$ cat config.mk
export PLATFORM = sky130hd
export DESIGN_NAME = usb_ep_regbank
export DESIGN_NICKNAME = d
export VERILOG_FILES = /design/src/rtl/usb_ep_pkg.sv /design/src/rtl/usb_ep_cnt_next.sv /design/src/rtl/usb_ep_mode_next.sv /design/src/rtl/usb_ep_regbank.sv
export SDC_FILE = /design/constraint.sdc
export NUM_CORES = 1
export LEC_CHECK = 0
export BUFFER_PORTS_ARGS = -buffer_cell sky130_fd_sc_hd__buf_2
export CORE_MARGIN = 2
export CORE_UTILIZATION = 63
export CTS_CLUSTER_DIAMETER = 120
export DETAILED_ROUTE_END_ITERATION = 8
export HOLD_SLACK_MARGIN = 0.06
export PLACE_DENSITY = 0.82
export SYNTH_ARGS = -nofsm -noshare
export SYNTH_HDL_FRONTEND = slang
export SYNTH_SLANG_ARGS = --single-unit
export TNS_END_PERCENT = 100
$ cat constraint.sdc
create_clock -name clk -period 2.6 [get_ports clk]
set_clock_uncertainty 0.05 [all_clocks]
set_input_delay 0.13 -clock clk [delete_from_list [all_inputs] [get_ports clk]]
set_output_delay 0.13 -clock clk [all_outputs]
set_load 0.02 [all_outputs]
$ cat src/rtl/usb_ep_pkg.sv
package usb_ep_pkg;

    localparam int CNT_W     = 6;
    localparam int ADDR_W    = 4;
    localparam int MODE_BASE = 8;
    localparam int PEND_ADDR = 15;

    typedef enum logic [1:0] {
        TOK_OUT   = 2'd0,
        TOK_IN    = 2'd1,
        TOK_SETUP = 2'd2,
        TOK_RSVD  = 2'd3
    } tok_e;

    localparam logic [3:0] MODE_ACK_IN  = 4'hD;
    localparam logic [3:0] MODE_ACK_OUT = 4'h9;

    typedef struct packed {
        logic             tog;
        logic             dv;
        logic [CNT_W-1:0] cnt;
    } cnt_reg_t;

    typedef struct packed {
        logic       stall;
        logic       ack;
        logic [3:0] mode;
    } mode_reg_t;

endpackage

$ cat src/rtl/usb_ep_cnt_next.sv
module usb_ep_cnt_next
    import usb_ep_pkg::*;
#(
    parameter int SIE_CW  = 7,
    parameter int OUT_MAX = 34,
    parameter int IN_MAX  = 32
) (
    input  cnt_reg_t          cur,
    input  logic              sie_hit,
    input  logic [SIE_CW-1:0] sie_cnt,
    input  logic              sie_crc_ok,
    input  logic              sie_tog,
    input  logic              cpu_hit,
    input  logic              wr_block,
    input  logic [7:0]        wdata,
    output cnt_reg_t          nxt,
    output logic              err
);
    logic sie_over;
    logic cpu_over;

    assign sie_over = sie_cnt > SIE_CW'(OUT_MAX);
    assign cpu_over = wdata[CNT_W-1:0] > CNT_W'(IN_MAX);

    always_comb begin
        nxt = cur;
        err = 1'b0;
        if (sie_hit) begin
            nxt.cnt = sie_over ? CNT_W'(OUT_MAX) : sie_cnt[CNT_W-1:0];
            nxt.dv  = sie_crc_ok;
            nxt.tog = sie_tog;
            err     = sie_over;
        end else if (cpu_hit && !wr_block) begin
            nxt.cnt = cpu_over ? CNT_W'(IN_MAX) : wdata[CNT_W-1:0];
            nxt.dv  = wdata[CNT_W];
            nxt.tog = wdata[CNT_W+1];
            err     = cpu_over;
        end
    end
endmodule

$ cat src/rtl/usb_ep_mode_next.sv
module usb_ep_mode_next
    import usb_ep_pkg::*;
(
    input  mode_reg_t  cur,
    input  logic       ack_hit,
    input  logic       cpu_hit,
    input  logic [5:0] wbits,
    output mode_reg_t  nxt,
    output logic       stall_out,
    output logic       stall_in
);
    always_comb begin
        nxt = cur;
        if (ack_hit) begin
            nxt.ack = 1'b1;
        end else if (cpu_hit) begin
            nxt = wbits;
        end
    end

    assign stall_out = cur.stall && (cur.mode == MODE_ACK_IN);
    assign stall_in  = cur.stall && (cur.mode == MODE_ACK_OUT);
endmodule

$ cat src/rtl/usb_ep_regbank.sv
module usb_ep_regbank
    import usb_ep_pkg::*;
#(
    parameter int NUM_EP  = 5,
    parameter int EP_W    = 3,
    parameter int SIE_CW  = 7,
    parameter int OUT_MAX = 34,
    parameter int IN_MAX  = 32
) (
    input  logic              clk,
    input  logic              rst_n,
    input  logic              cpu_wr,
    input  logic              cpu_rd,
    input  logic [3:0]        cpu_addr,
    input  logic [7:0]        cpu_wdata,
    output logic [7:0]        cpu_rdata,
    input  logic              sie_evt,
    input  logic [EP_W-1:0]   sie_ep,
    input  logic [1:0]        sie_tok,
    input  logic [SIE_CW-1:0] sie_cnt,
    input  logic              sie_crc_ok,
    input  logic              sie_tog,
    input  logic              sie_ack,
    output logic [NUM_EP-1:0] ep_irq,
    output logic [NUM_EP-1:0] ep_stall_out,
    output logic [NUM_EP-1:0] ep_stall_in,
    output logic              cnt_err
);
    localparam logic [EP_W:0] NUM_EP_L = (EP_W+1)'(NUM_EP);

    typedef struct packed {
        cnt_reg_t  [NUM_EP-1:0] cnt;
        mode_reg_t [NUM_EP-1:0] mode;
        logic      [NUM_EP-1:0] pend;
        logic                   lock0;
        logic                   err;
    } state_t;

    state_t st_q, st_d;

    logic                   ev_valid;
    logic                   cnt_upd;
    logic [NUM_EP-1:0]      ep_sel;
    logic [NUM_EP-1:0]      err_vec;
    cnt_reg_t  [NUM_EP-1:0] cnt_nxt;
    mode_reg_t [NUM_EP-1:0] mode_nxt;
    logic                   rd_ep0;
    logic                   wr_pend;

    assign ev_valid = sie_evt && ({1'b0, sie_ep} < NUM_EP_L);
    assign cnt_upd  = ev_valid && ((tok_e'(sie_tok) == TOK_OUT) ||
                                   (tok_e'(sie_tok) == TOK_SETUP));
    assign rd_ep0   = cpu_rd && (cpu_addr == '0);
    assign wr_pend  = cpu_wr && (cpu_addr == ADDR_W'(PEND_ADDR));

    for (genvar i = 0; i < NUM_EP; i++) begin : g_ep
        logic cpu_cnt_hit;
        logic cpu_mode_hit;

        assign ep_sel[i]    = ev_valid && (sie_ep == EP_W'(i));
        assign cpu_cnt_hit  = cpu_wr && (cpu_addr == ADDR_W'(i));
        assign cpu_mode_hit = cpu_wr && (cpu_addr == ADDR_W'(MODE_BASE + i));

        usb_ep_cnt_next #(
            .SIE_CW  (SIE_CW),
            .OUT_MAX (OUT_MAX),
            .IN_MAX  (IN_MAX)
        ) u_cnt (
            .cur        (st_q.cnt[i]),
            .sie_hit    (ep_sel[i] && cnt_upd),
            .sie_cnt    (sie_cnt),
            .sie_crc_ok (sie_crc_ok),
            .sie_tog    (sie_tog),
            .cpu_hit    (cpu_cnt_hit),
            .wr_block   ((i == 0) ? st_q.lock0 : 1'b0),
            .wdata      (cpu_wdata),
            .nxt        (cnt_nxt[i]),
            .err        (err_vec[i])
        );

        usb_ep_mode_next u_mode (
            .cur       (st_q.mode[i]),
            .ack_hit   (ep_sel[i] && sie_ack),
            .cpu_hit   (cpu_mode_hit),
            .wbits     ({cpu_wdata[7], cpu_wdata[4:0]}),
            .nxt       (mode_nxt[i]),
            .stall_out (ep_stall_out[i]),
            .stall_in  (ep_stall_in[i])
        );
    end

    always_comb begin
        st_d      = st_q;
        st_d.cnt  = cnt_nxt;
        st_d.mode = mode_nxt;
        st_d.err  = |err_vec;
        st_d.pend = (st_q.pend & ~(wr_pend ? cpu_wdata[NUM_EP-1:0] : '0)) | ep_sel;
        if (ep_sel[0] && cnt_upd) begin
            st_d.lock0 = 1'b1;
        end else if (rd_ep0) begin
            st_d.lock0 = 1'b0;
        end
    end

    always_ff @(posedge clk or negedge rst_n) begin
        if (!rst_n) begin
            st_q <= '0;
        end else begin
            st_q <= st_d;
        end
    end

    always_comb begin
        cpu_rdata = '0;
        for (int i = 0; i < NUM_EP; i++) begin
            if (cpu_addr == ADDR_W'(i)) begin
                cpu_rdata = st_q.cnt[i];
            end
            if (cpu_addr == ADDR_W'(MODE_BASE + i)) begin
                cpu_rdata = {st_q.mode[i].stall, 2'b00, st_q.mode[i].ack, st_q.mode[i].mode};
            end
        end
        if (cpu_addr == ADDR_W'(PEND_ADDR)) begin
            cpu_rdata = 8'(st_q.pend);
        end
    end

    assign ep_irq  = st_q.pend;
    assign cnt_err = st_q.err;
endmodule

==> run_results.csv, run 1 <==
group,metric,value,unit
synthesis,syn_area_per_cell,10.84,µm²
synthesis,ys_seq_area_frac,0.4172,
timing,fmax,0.4757,GHz
timing,hold_violations,0,
drt,num_vias,3864,
synthesis,synth_cell_types,64,
timing,slew_violations,0,
place,place_congestion,0.8811,
synthesis,netlist_area,0.004618,mm²
cells_and_area,regArea,0.001927,mm²
drt,final_antenna_net_count,0,
global_route,overflow,0,
cts,cts_tree,"yes",
cts,cts_num_sinks,77,
setup_path,crit_type,"in -> reg",
place,dp_hpwl,8790,µm
setup_path,crit_path_cell_trace,"dlygate4sd3_1 > buf_2 > nor2b_1 > nand3_1 > o21ai_2 > mux2_2",
synthesis,synthArstFlopShare,1.000,
cts,clk_pin_slew_worst_paths,0.09,ns
synthesis,synth_nets,458,
place,io_buffers,54,
timing,tightestPinTransition,0.9554,ns
die,die_area,0.008032,mm²
job,cap_violations,0,
timing,rsz0062_at_grt,"false",
cts,cts.path.max_buffers,2,
drt,first_iter_violations,434,
die,coreArea,0.007176,mm²
power,p_sw,0.001117,W
setup_path,worstPathArrival,2.30,ns
timing,holdWs,0.07427,ns
die,initial_core_util,0.6436,
timing,setup_tns,0,ns
synthesis,synth_top_area_cell,"dfrtp_1",
die,die_y,89.62,µm
synthesis,netlist_instances,426,
global_route,grt_max_degree,78,
drt,firstDrtPassIters,6,
cts,post_cts_resized,0,
power,switching_share,0.3245,
power,p_comb_frac,0.235,
setup_path,cp_slowest_cell,"dlygate4sd3_1",
cells_and_area,diodes,0,
timing,slew_headroom,0.3631,
synthesis,synth-edff-count,0,
drt,vias_per_cell,6.662,
synthesis,synth_warnings,0,
synthesis,synth_common_cells,"dfrtp_1, mux2i_1, nand2_1",
global_route,grt_pass1_vias,3636,
place,dpl_worst_slack,0.6065,ns
die,die_x,89.62,µm
cells_and_area,fin_nets,508,
timing,setup_ws,0.4979,ns
power,clockPowerShare,0.275,
power,power.density,665.3,mW/mm²
global_route,groute.usage.overall,0.3363,
timing,final.min_clock_period,2.102,ns
power,internal-power,0.002326,W
setup_path,critPathCaptureType,"flip-flop",
synthesis,yosysMostFrequentCell,"dfrtp_1",
drt,wl,12960,µm
cts,cts-root-buf,"clkbuf_8",
cts,postCtsSetupRepairBufs,0,
worst_hold_path,hold_class,"in -> reg",
run_status,outcome,"finished clean",
timing,period_share,0.8085,
global_route,antenna_found_initial,0,
setup_path,startpoint_type,"input pin",
global_route,grt_pass1_wl,19670,µm
die,num_rows,31,
drt,routedWlPerCell,22.34,µm
cells_and_area,area_delta_synth_final,12.08,%
power,p_leak,2.321,nW
cts,clk_latency,0.35,ns
setup_path,required,2.80,ns
die,io_pins,56,
setup_path,path_max_fanout,8,
cts,cts_buffers,9,
power,pwr-share-seq,0.490,
setup_path,max_stage_delay,0.52,ns
cells_and_area,drive_above_1_share,0.2723,
cells_and_area,fill_cells,518,
synthesis,netlist_top_cells_area,"dfrtp_1, mux2i_1, mux2_2, mux4_2, nand2_1",
synthesis,synth_ff_type,"dfrtp_1",
power,peakVddDrop,0.4349,mV
cells_and_area,fin_util,0.7214,
cts,h-tree-depth,3,
setup_path,r2r_setup_slack,1.08,ns
drt,drc_errors,0,
timing,setup_viol,0,
synthesis,ys_seq_elements,77,
power,power,0.003444,W
synthesis,synth_top_area_share,0.4172,
cells_and_area,multi_input_area,0.002432,mm²
[cells by family (layout without fill, tap and decap cells)]
kind of cell / Yosys count / after routing / share of synthesized area
AND/OR/NAND/NOR: 124 / 124 / 0.1685
multiplexers: 93 / 93 / 0.2300
AO/OA/AOI/OAI: 88 / 88 / 0.1282
flip-flops: 77 / 77 / 0.4172
buffers and inverters: 44 / 99 / 0.05608
[power groups by stage]
| stage | sequential (W) | combinational, W | clock (W) |
|---|---|---|---|
| global route | 0.00171 | 0.000879 | 0.00100 |
| CTS | 0.00168 | 0.000801 | 0.000957 |
| finish | 0.00169 | 0.000809 | 0.000947 |
| floorplan | 0.00162 | 0.000561 | 0 |
| detailed placement | 0.00169 | 0.000774 | 0 |
| global placement | 0.00167 | 0.000740 | 0 |
[layout make-up]
type	instances	share of cell area
multi-input cells	305	0.4699
repair buffers	73	0.08654
well taps	99	0.02393
inverters	10	0.007252
flip-flops and latches	77	0.3723
clock inverters	6	0.01354
clock buffers	10	0.02659
[through the flow]
step | area [µm²] | cells
global placement | 4838 | 551
floorplan | 4618 | 426
CTS | 5176 | 580
detailed placement | 4838 | 551
finish | 5176 | 580
global route | 5176 | 580
[critical path, delay by kind of cell]
family / cells / cell delay (ns)
AOI/OAI and AO/OA: 1 / 0.38
buffers and inverters: 2 / 0.68
muxes: 1 / 0.39
and+or+nand+nor: 2 / 0.71
[cells in the final DEF (no fill, tap or decap), types with 3 or more instances in the layout]
cell           count
a211oi_1           4
a21o_1             5
a21oi_1           23
a221oi_1           4
a22oi_1            9
buf_2             53
buf_4              7
clkbuf_8          10
clkinvlp_4         3
dfrtp_1           77
dlygate4sd3_1     13
inv_1             10
mux2_2            25
mux2i_1           60
mux4_2             8
nand2_1           35
nand2b_1           5
nand3_1           15
nor2_1            16
nor2_8             3
nor2b_1            7
nor3_1             3
nor4b_1            5
nor4bb_1           5
o21ai_0           19
o31ai_1            4
or2_2              4
[path summary, 6_finish.rpt]
kind	endpoint	cells past startpoint	start
max	st_q[16]	6	sie_evt
min	st_q[61]	4	sie_cnt[6]
max reg2reg	st_q[42]	4	st_q[1]
min reg2reg	st_q[37]	2	st_q[37]
max in group asynchronous	st_q[29]	2	rst_n
min in group asynchronous	ep_irq[3]	2	rst_n
[what timing repair did]
| item | 4_1_cts | 5_1_grt |
|---|---|---|
| endpoints found under the setup margin | 0 | 0 |
| hold endpoints to repair | 99 | 0 |
| hold buffers | 13 | 0 |
[state kept, by name, indices dropped and copies added (netlist names)]
signal   flops
cnt_err      1
st_q        71
ep_irq       5
[metal layers]
metal / GRT usage / part of all wire / wire length, µm / vias up
li1: - / - / - / 1691
met1: 0.4621 / 0.40 / 5140 / 1859
met2: 0.5160 / 0.46 / 6024 / 256
met3: 0.05576 / 0.094 / 1222 / 58
met4: 0.1723 / 0.044 / 572 / 0
met5: 0 / 0 / 0 / -
No activity file was read; power rests on OpenSTA's default activity.
==> run 2: changes to the inputs <==
--- a/config.mk
+++ b/config.mk
@@ -7,11 +7,11 @@
 export LEC_CHECK = 0
 export BUFFER_PORTS_ARGS = -buffer_cell sky130_fd_sc_hd__buf_2
 export CORE_MARGIN = 2
-export CORE_UTILIZATION = 63
+export CORE_UTILIZATION = 59
 export CTS_CLUSTER_DIAMETER = 120
 export DETAILED_ROUTE_END_ITERATION = 8
 export HOLD_SLACK_MARGIN = 0.06
-export PLACE_DENSITY = 0.82
+export PLACE_DENSITY = 0.78
 export SYNTH_ARGS = -nofsm -noshare
 export SYNTH_HDL_FRONTEND = slang
 export SYNTH_SLANG_ARGS = --single-unit
==> constraint.sdc (replaced) <==
create_clock -name clk -period 2.06 [get_ports clk]
set_clock_uncertainty 0.05 [all_clocks]
set_input_delay 0.103 -clock clk [delete_from_list [all_inputs] [get_ports clk]]
set_output_delay 0.103 -clock clk [all_outputs]
set_load 0.02 [all_outputs]
==> run_results.csv, run 2 (same netlist as run 1, synthesis figures left out) <==
group,metric,value,unit
drt,vias_per_cell,6.408,
die,die_y,92.47,µm
cts,cts_tree,"yes",
timing,slew_violations,0,
die,io_pins,56,
power,p_leak,2.442,nW
drt,final_antenna_net_count,0,
place,place_area,0.004982,mm²
place,dp_hpwl,9596,µm
cells_and_area,fin_util,0.7073,
worst_hold_path,hp-start,"sie_cnt[5]",
global_route,grt_pass1_vias,3916,
setup_path,max_stage_delay,0.47,ns
die,die_area,0.008551,mm²
setup_path,path_max_fanout,2,
cells_and_area,final_cell_mix,"dfrtp_1, mux2i_1, buf_2",
drt,drc_errors,0,
setup_path,rr_startpoint,"st_q[1]",
timing,slew_headroom,0.3844,
setup_path,startpoint_type,"flip-flop",
die,die_x,92.47,µm
job,cap_violations,0,
timing,setup_viol,0,
cts,cts_buffers,9,
power,power.density,802.1,mW/mm²
global_route,grt_max_degree,39,
setup_path,r2r-end,"st_q[40]",
global_route,antenna_found_initial,0,
timing,fmax,0.4932,GHz
cts,cts_num_sinks,77,
setup_path,cp_slowest_cell,"mux4_2",
global_route,groute.usage.overall,0.3332,
cells_and_area,fin_nets,533,
drt,firstDrtPassIters,5,
cells_and_area,top_register,"st_q",
die,coreArea,0.007647,mm²
power,peakVddDrop,0.3998,mV
timing,rsz0062_at_grt,"false",
cts,clk_latency,0.36,ns
cells_and_area,stdcell_area,0.005409,mm²
place,dpl_worst_slack,0.2310,ns
cts,cts.path.max_buffers,2,
timing,setup_ws,0.03224,ns
setup_path,r2r_setup_slack,0.44,ns
cells_and_area,diodes,0,
die,num_rows,32,
cells_and_area,largest_register_ff_count,71,
timing,holdWs,0.05183,ns
cts,h-tree-depth,3,
drt,wl,13390,µm
cts,clk_pin_slew_worst_paths,0.08,ns
global_route,overflow,0,
place,io_buffers,54,
cells_and_area,layout_commonest_cell,"dfrtp_1",
cts,cts-root-buf,"clkbuf_8",
drt,first_iter_violations,363,
global_route,grt_pass1_wl,21190,µm
setup_path,worst-path-buf-inv,1,
setup_path,required,1.91,ns
worst_hold_path,min_to,"st_q[61]",
timing,hold_violations,0,
setup_path,worstPathArrival,1.87,ns
die,initial_core_util,0.6039,
setup_path,crit_path_cell_trace,"or2_2 > mux4_2 > nand3_2 > a21oi_1 > buf_4",
timing,tightestPinTransition,0.9234,ns
timing,setup_tns,0,ns
worst_hold_path,hold_class,"in -> reg",
drt,num_vias,3896,
drt,routedWlPerCell,22.02,µm
cells_and_area,drive_above_1_share,0.3024,
run_status,outcome,"finished clean",
timing,final.min_clock_period,2.028,ns
cells_and_area,area_delta_synth_final,17.12,%
setup_path,critPathCaptureType,"primary output",
worst_hold_path,worstHoldPathCells,4,
setup_path,rr_worst_depth,4,
setup_path,crit_type,"reg -> out",
setup_path,crit_family,"multiplexers",
timing,period_share,0.9843,
place,place_congestion,0.8855,
==> run 2: worst max path at each step <==
stage | end | cells past startpoint | start
3_5_place_dp | st_q[15] | 5 | sie_evt
4_1_cts | cpu_rdata[0] | 5 | st_q[37]
3_3_place_gp | st_q[16] | 5 | sie_evt
2_1_floorplan | cpu_rdata[0] | 6 | cpu_addr[0]
6_report | cpu_rdata[3] | 5 | st_q[40]
5_1_grt | cpu_rdata[3] | 5 | st_q[40]
==> run 2: worst register-to-register path, cell delays in order, from the launching register on <==
cell and delay (ns):
dfrtp_1 0.37, nor3_1 0.06, a22oi_1 0.74, a22oi_1 0.21, o21ai_0 0.12
==> run 2: timing repair <==
item | CTS | global route
hold endpoints to repair | 86 | 0
resized for setup | 1 | 7
setup buffers | 0 | 1
hold buffers | 20 | 0
pin swaps | 0 | 1
setup endpoints to repair | 1 | 8
==> run 2: routing by layer <==
layer / up-vias / share of wire / GRT usage
li1: 1730 / - / -
met1: 1924 / 0.42 / 0.4471
met2: 192 / 0.47 / 0.5176
met3: 50 / 0.063 / 0.04394
met4: 0 / 0.050 / 0.2002
met5: - / 0 / 0
==> run 2: area by class of cell <==
type	instances	area [µm²]
well taps	102	127.6
clock buffers	10	127.6
clock inverters	6	63.81
flip-flops and latches	77	1927
repair buffers	98	670.6
inverters	10	37.54
fillers	571	2238
multi-input cells	305	2455
==> run 2: report_power, final <==
group / total [W] / internal, W / leakage [nW] / switching, W
Clock: 0.00113 / 0.000557 / 0.0923 / 0.000575
Combinational: 0.00107 / 0.000536 / 1.41 / 0.000534
Sequential: 0.00214 / 0.00184 / 0.942 / 0.000292
Total: 0.00434 / 0.00294 / 2.44 / 0.00140
==> run 2: metrics by stage <==
step / instances / power (W)
floorplan: 426 / 0.002759
global placement: 571 / 0.003075
detailed placement: 571 / 0.003145
CTS: 607 / 0.004315
global route: 608 / 0.004542
finish: 608 / 0.004339
==> run 3: changes to the inputs <==
--- a/config.mk
+++ b/config.mk
@@ -10,7 +10,7 @@
 export CORE_UTILIZATION = 59
 export CTS_CLUSTER_DIAMETER = 120
 export DETAILED_ROUTE_END_ITERATION = 8
-export HOLD_SLACK_MARGIN = 0.06
+export HOLD_SLACK_MARGIN = 0.08
 export PLACE_DENSITY = 0.78
 export SYNTH_ARGS = -nofsm -noshare
 export SYNTH_HDL_FRONTEND = slang
==> run_results.csv, run 3 (same netlist as run 1, synthesis figures left out) <==
group,metric,value,unit
power,power.density,799.5,mW/mm²
global_route,antenna_found_initial,0,
power,switching_share,0.3233,
setup_path,startpoint_type,"flip-flop",
power,p_comb_frac,0.247,
cells_and_area,fin_nets,535,
cells_and_area,layout_commonest_cell,"dfrtp_1",
power,pwr-share-seq,0.492,
cts,clk_pin_slew_worst_paths,0.08,ns
setup_path,critPathCaptureType,"primary output",
global_route,grt_pass1_vias,3937,
cells_and_area,area_delta_synth_final,17.69,%
drt,num_vias,3891,
setup_path,crit_type,"reg -> out",
cells_and_area,fin_util,0.7107,
timing,rsz0062_at_grt,"false",
drt,final_antenna_net_count,0,
drt,first_iter_violations,327,
worst_hold_path,hp-start,"sie_cnt[5]",
timing,setup_ws,0.03813,ns
setup_path,r2r_setup_slack,0.45,ns
global_route,overflow,0,
timing,slew_headroom,0.3811,
die,die_area,0.008551,mm²
timing,setup_viol,0,
cts,clk_latency,0.36,ns
die,io_pins,56,
job,cap_violations,0,
power,power,0.004346,W
global_route,grt_pass1_wl,21250,µm
power,internal-power,0.002941,W
die,initial_core_util,0.6039,
cts,h-tree-depth,3,
run_status,outcome,"finished clean",
timing,fmax,0.4946,GHz
timing,final.min_clock_period,2.022,ns
worst_hold_path,worstHoldPathCells,4,
timing,period_share,0.9815,
global_route,groute.usage.overall,0.3333,
timing,tightestPinTransition,0.9284,ns
timing,hold_violations,0,
place,dp_hpwl,9596,µm
die,coreArea,0.007647,mm²
die,die_y,92.47,µm
setup_path,rr_startpoint,"st_q[1]",
cts,cts.path.max_buffers,2,
power,peakVddDrop,0.4020,mV
setup_path,required,1.91,ns
setup_path,worstPathArrival,1.87,ns
power,p_sw,0.001405,W
power,p_leak,2.455,nW
timing,slew_violations,0,
cts,cts-root-buf,"clkbuf_8",
setup_path,r2r-end,"st_q[40]",
drt,routedWlPerCell,21.96,µm
setup_path,path_max_fanout,2,
cells_and_area,final_cell_mix,"dfrtp_1, mux2i_1, buf_2",
place,dpl_worst_slack,0.2310,ns
place,io_buffers,54,
cts,cts_tree,"yes",
worst_hold_path,hold_class,"in -> reg",
die,die_x,92.47,µm
cells_and_area,diodes,0,
cells_and_area,top_register,"st_q",
worst_hold_path,min_to,"st_q[53]",
timing,setup_tns,0,ns
setup_path,startpoint,"st_q[40]",
die,num_rows,32,
drt,wl,13390,µm
place,place_congestion,0.8855,
cts,cts_num_sinks,77,
cells_and_area,drive_above_1_share,0.3012,
drt,vias_per_cell,6.379,
cts,cts_buffers,9,
power,clockPowerShare,0.261,
global_route,grt_max_degree,39,
drt,firstDrtPassIters,4,
drt,drc_errors,0,
cells_and_area,largest_register_ff_count,71,
setup_path,rr_worst_depth,4,
[run 3: cell type report]
type	count	area, µm²
clock buffer	10	127.6
clock inverter	6	63.81
fill	568	2212
inverter	10	37.54
multi-input combinational	305	2461
sequential	77	1927
tap	102	127.6
timing repair buffer	100	690.7
[run 3: worst max-delay path by stage]
stage                   endpoint  slack, ns  cells past startpoint
finish              cpu_rdata[3]       0.04                      5
detailed placement      st_q[15]       0.23                      5
CTS                 cpu_rdata[0]      0.006                      5
floorplan           cpu_rdata[0]       0.58                      6
global placement        st_q[16]       0.28                      5
global route            st_q[11]      0.006                      7
[run 3: layer usage]
metal	share of wire	GRT usage	vias to the layer above	wire length, µm
li1	-	-	1736	-
met1	0.42	0.4455	1916	5573
met2	0.47	0.5170	190	6254
met3	0.067	0.04801	49	901
met4	0.050	0.2002	0	664
met5	0	0	-	0
[run 3: metrics by stage]
step	instance area, µm²	hold slack (ns)	cells
after detailed placement	4982	0.05592	571
after floorplan	4618	-0.2426	426
final	5435	0.07630	610
after global placement	4982	0.05350	571
after global routing	5435	0.1115	610
after CTS	5399	0.08069	609
[run 3: worst max-delay path: stages (launching register included)]
cell and delay [ns]:
dfrtp_1 0.41, or2_2 0.27, mux4_2 0.47, nand3_2 0.10
a21oi_1 0.08, buf_4 0.17
[run 3: timing repair]
item                       in CTS  in global routing
setup endpoints to repair       1                 11
pin swaps                       0                  1
buffers inserted                0                  1
resized for setup               1                  8
cloned                          0                  0
hold endpoints to repair      103                  0
hold buffers                   22                  0
[run 3: power by group through the flow]
stage                     Clock [W]  Combinational, W  Sequential, W
after detailed placement          0          0.000999        0.00215
final                       0.00113           0.00107        0.00214
after floorplan                   0          0.000708        0.00205
after global routing        0.00121           0.00117        0.00217
after global placement            0          0.000956        0.00212
after CTS                   0.00115           0.00105        0.00212
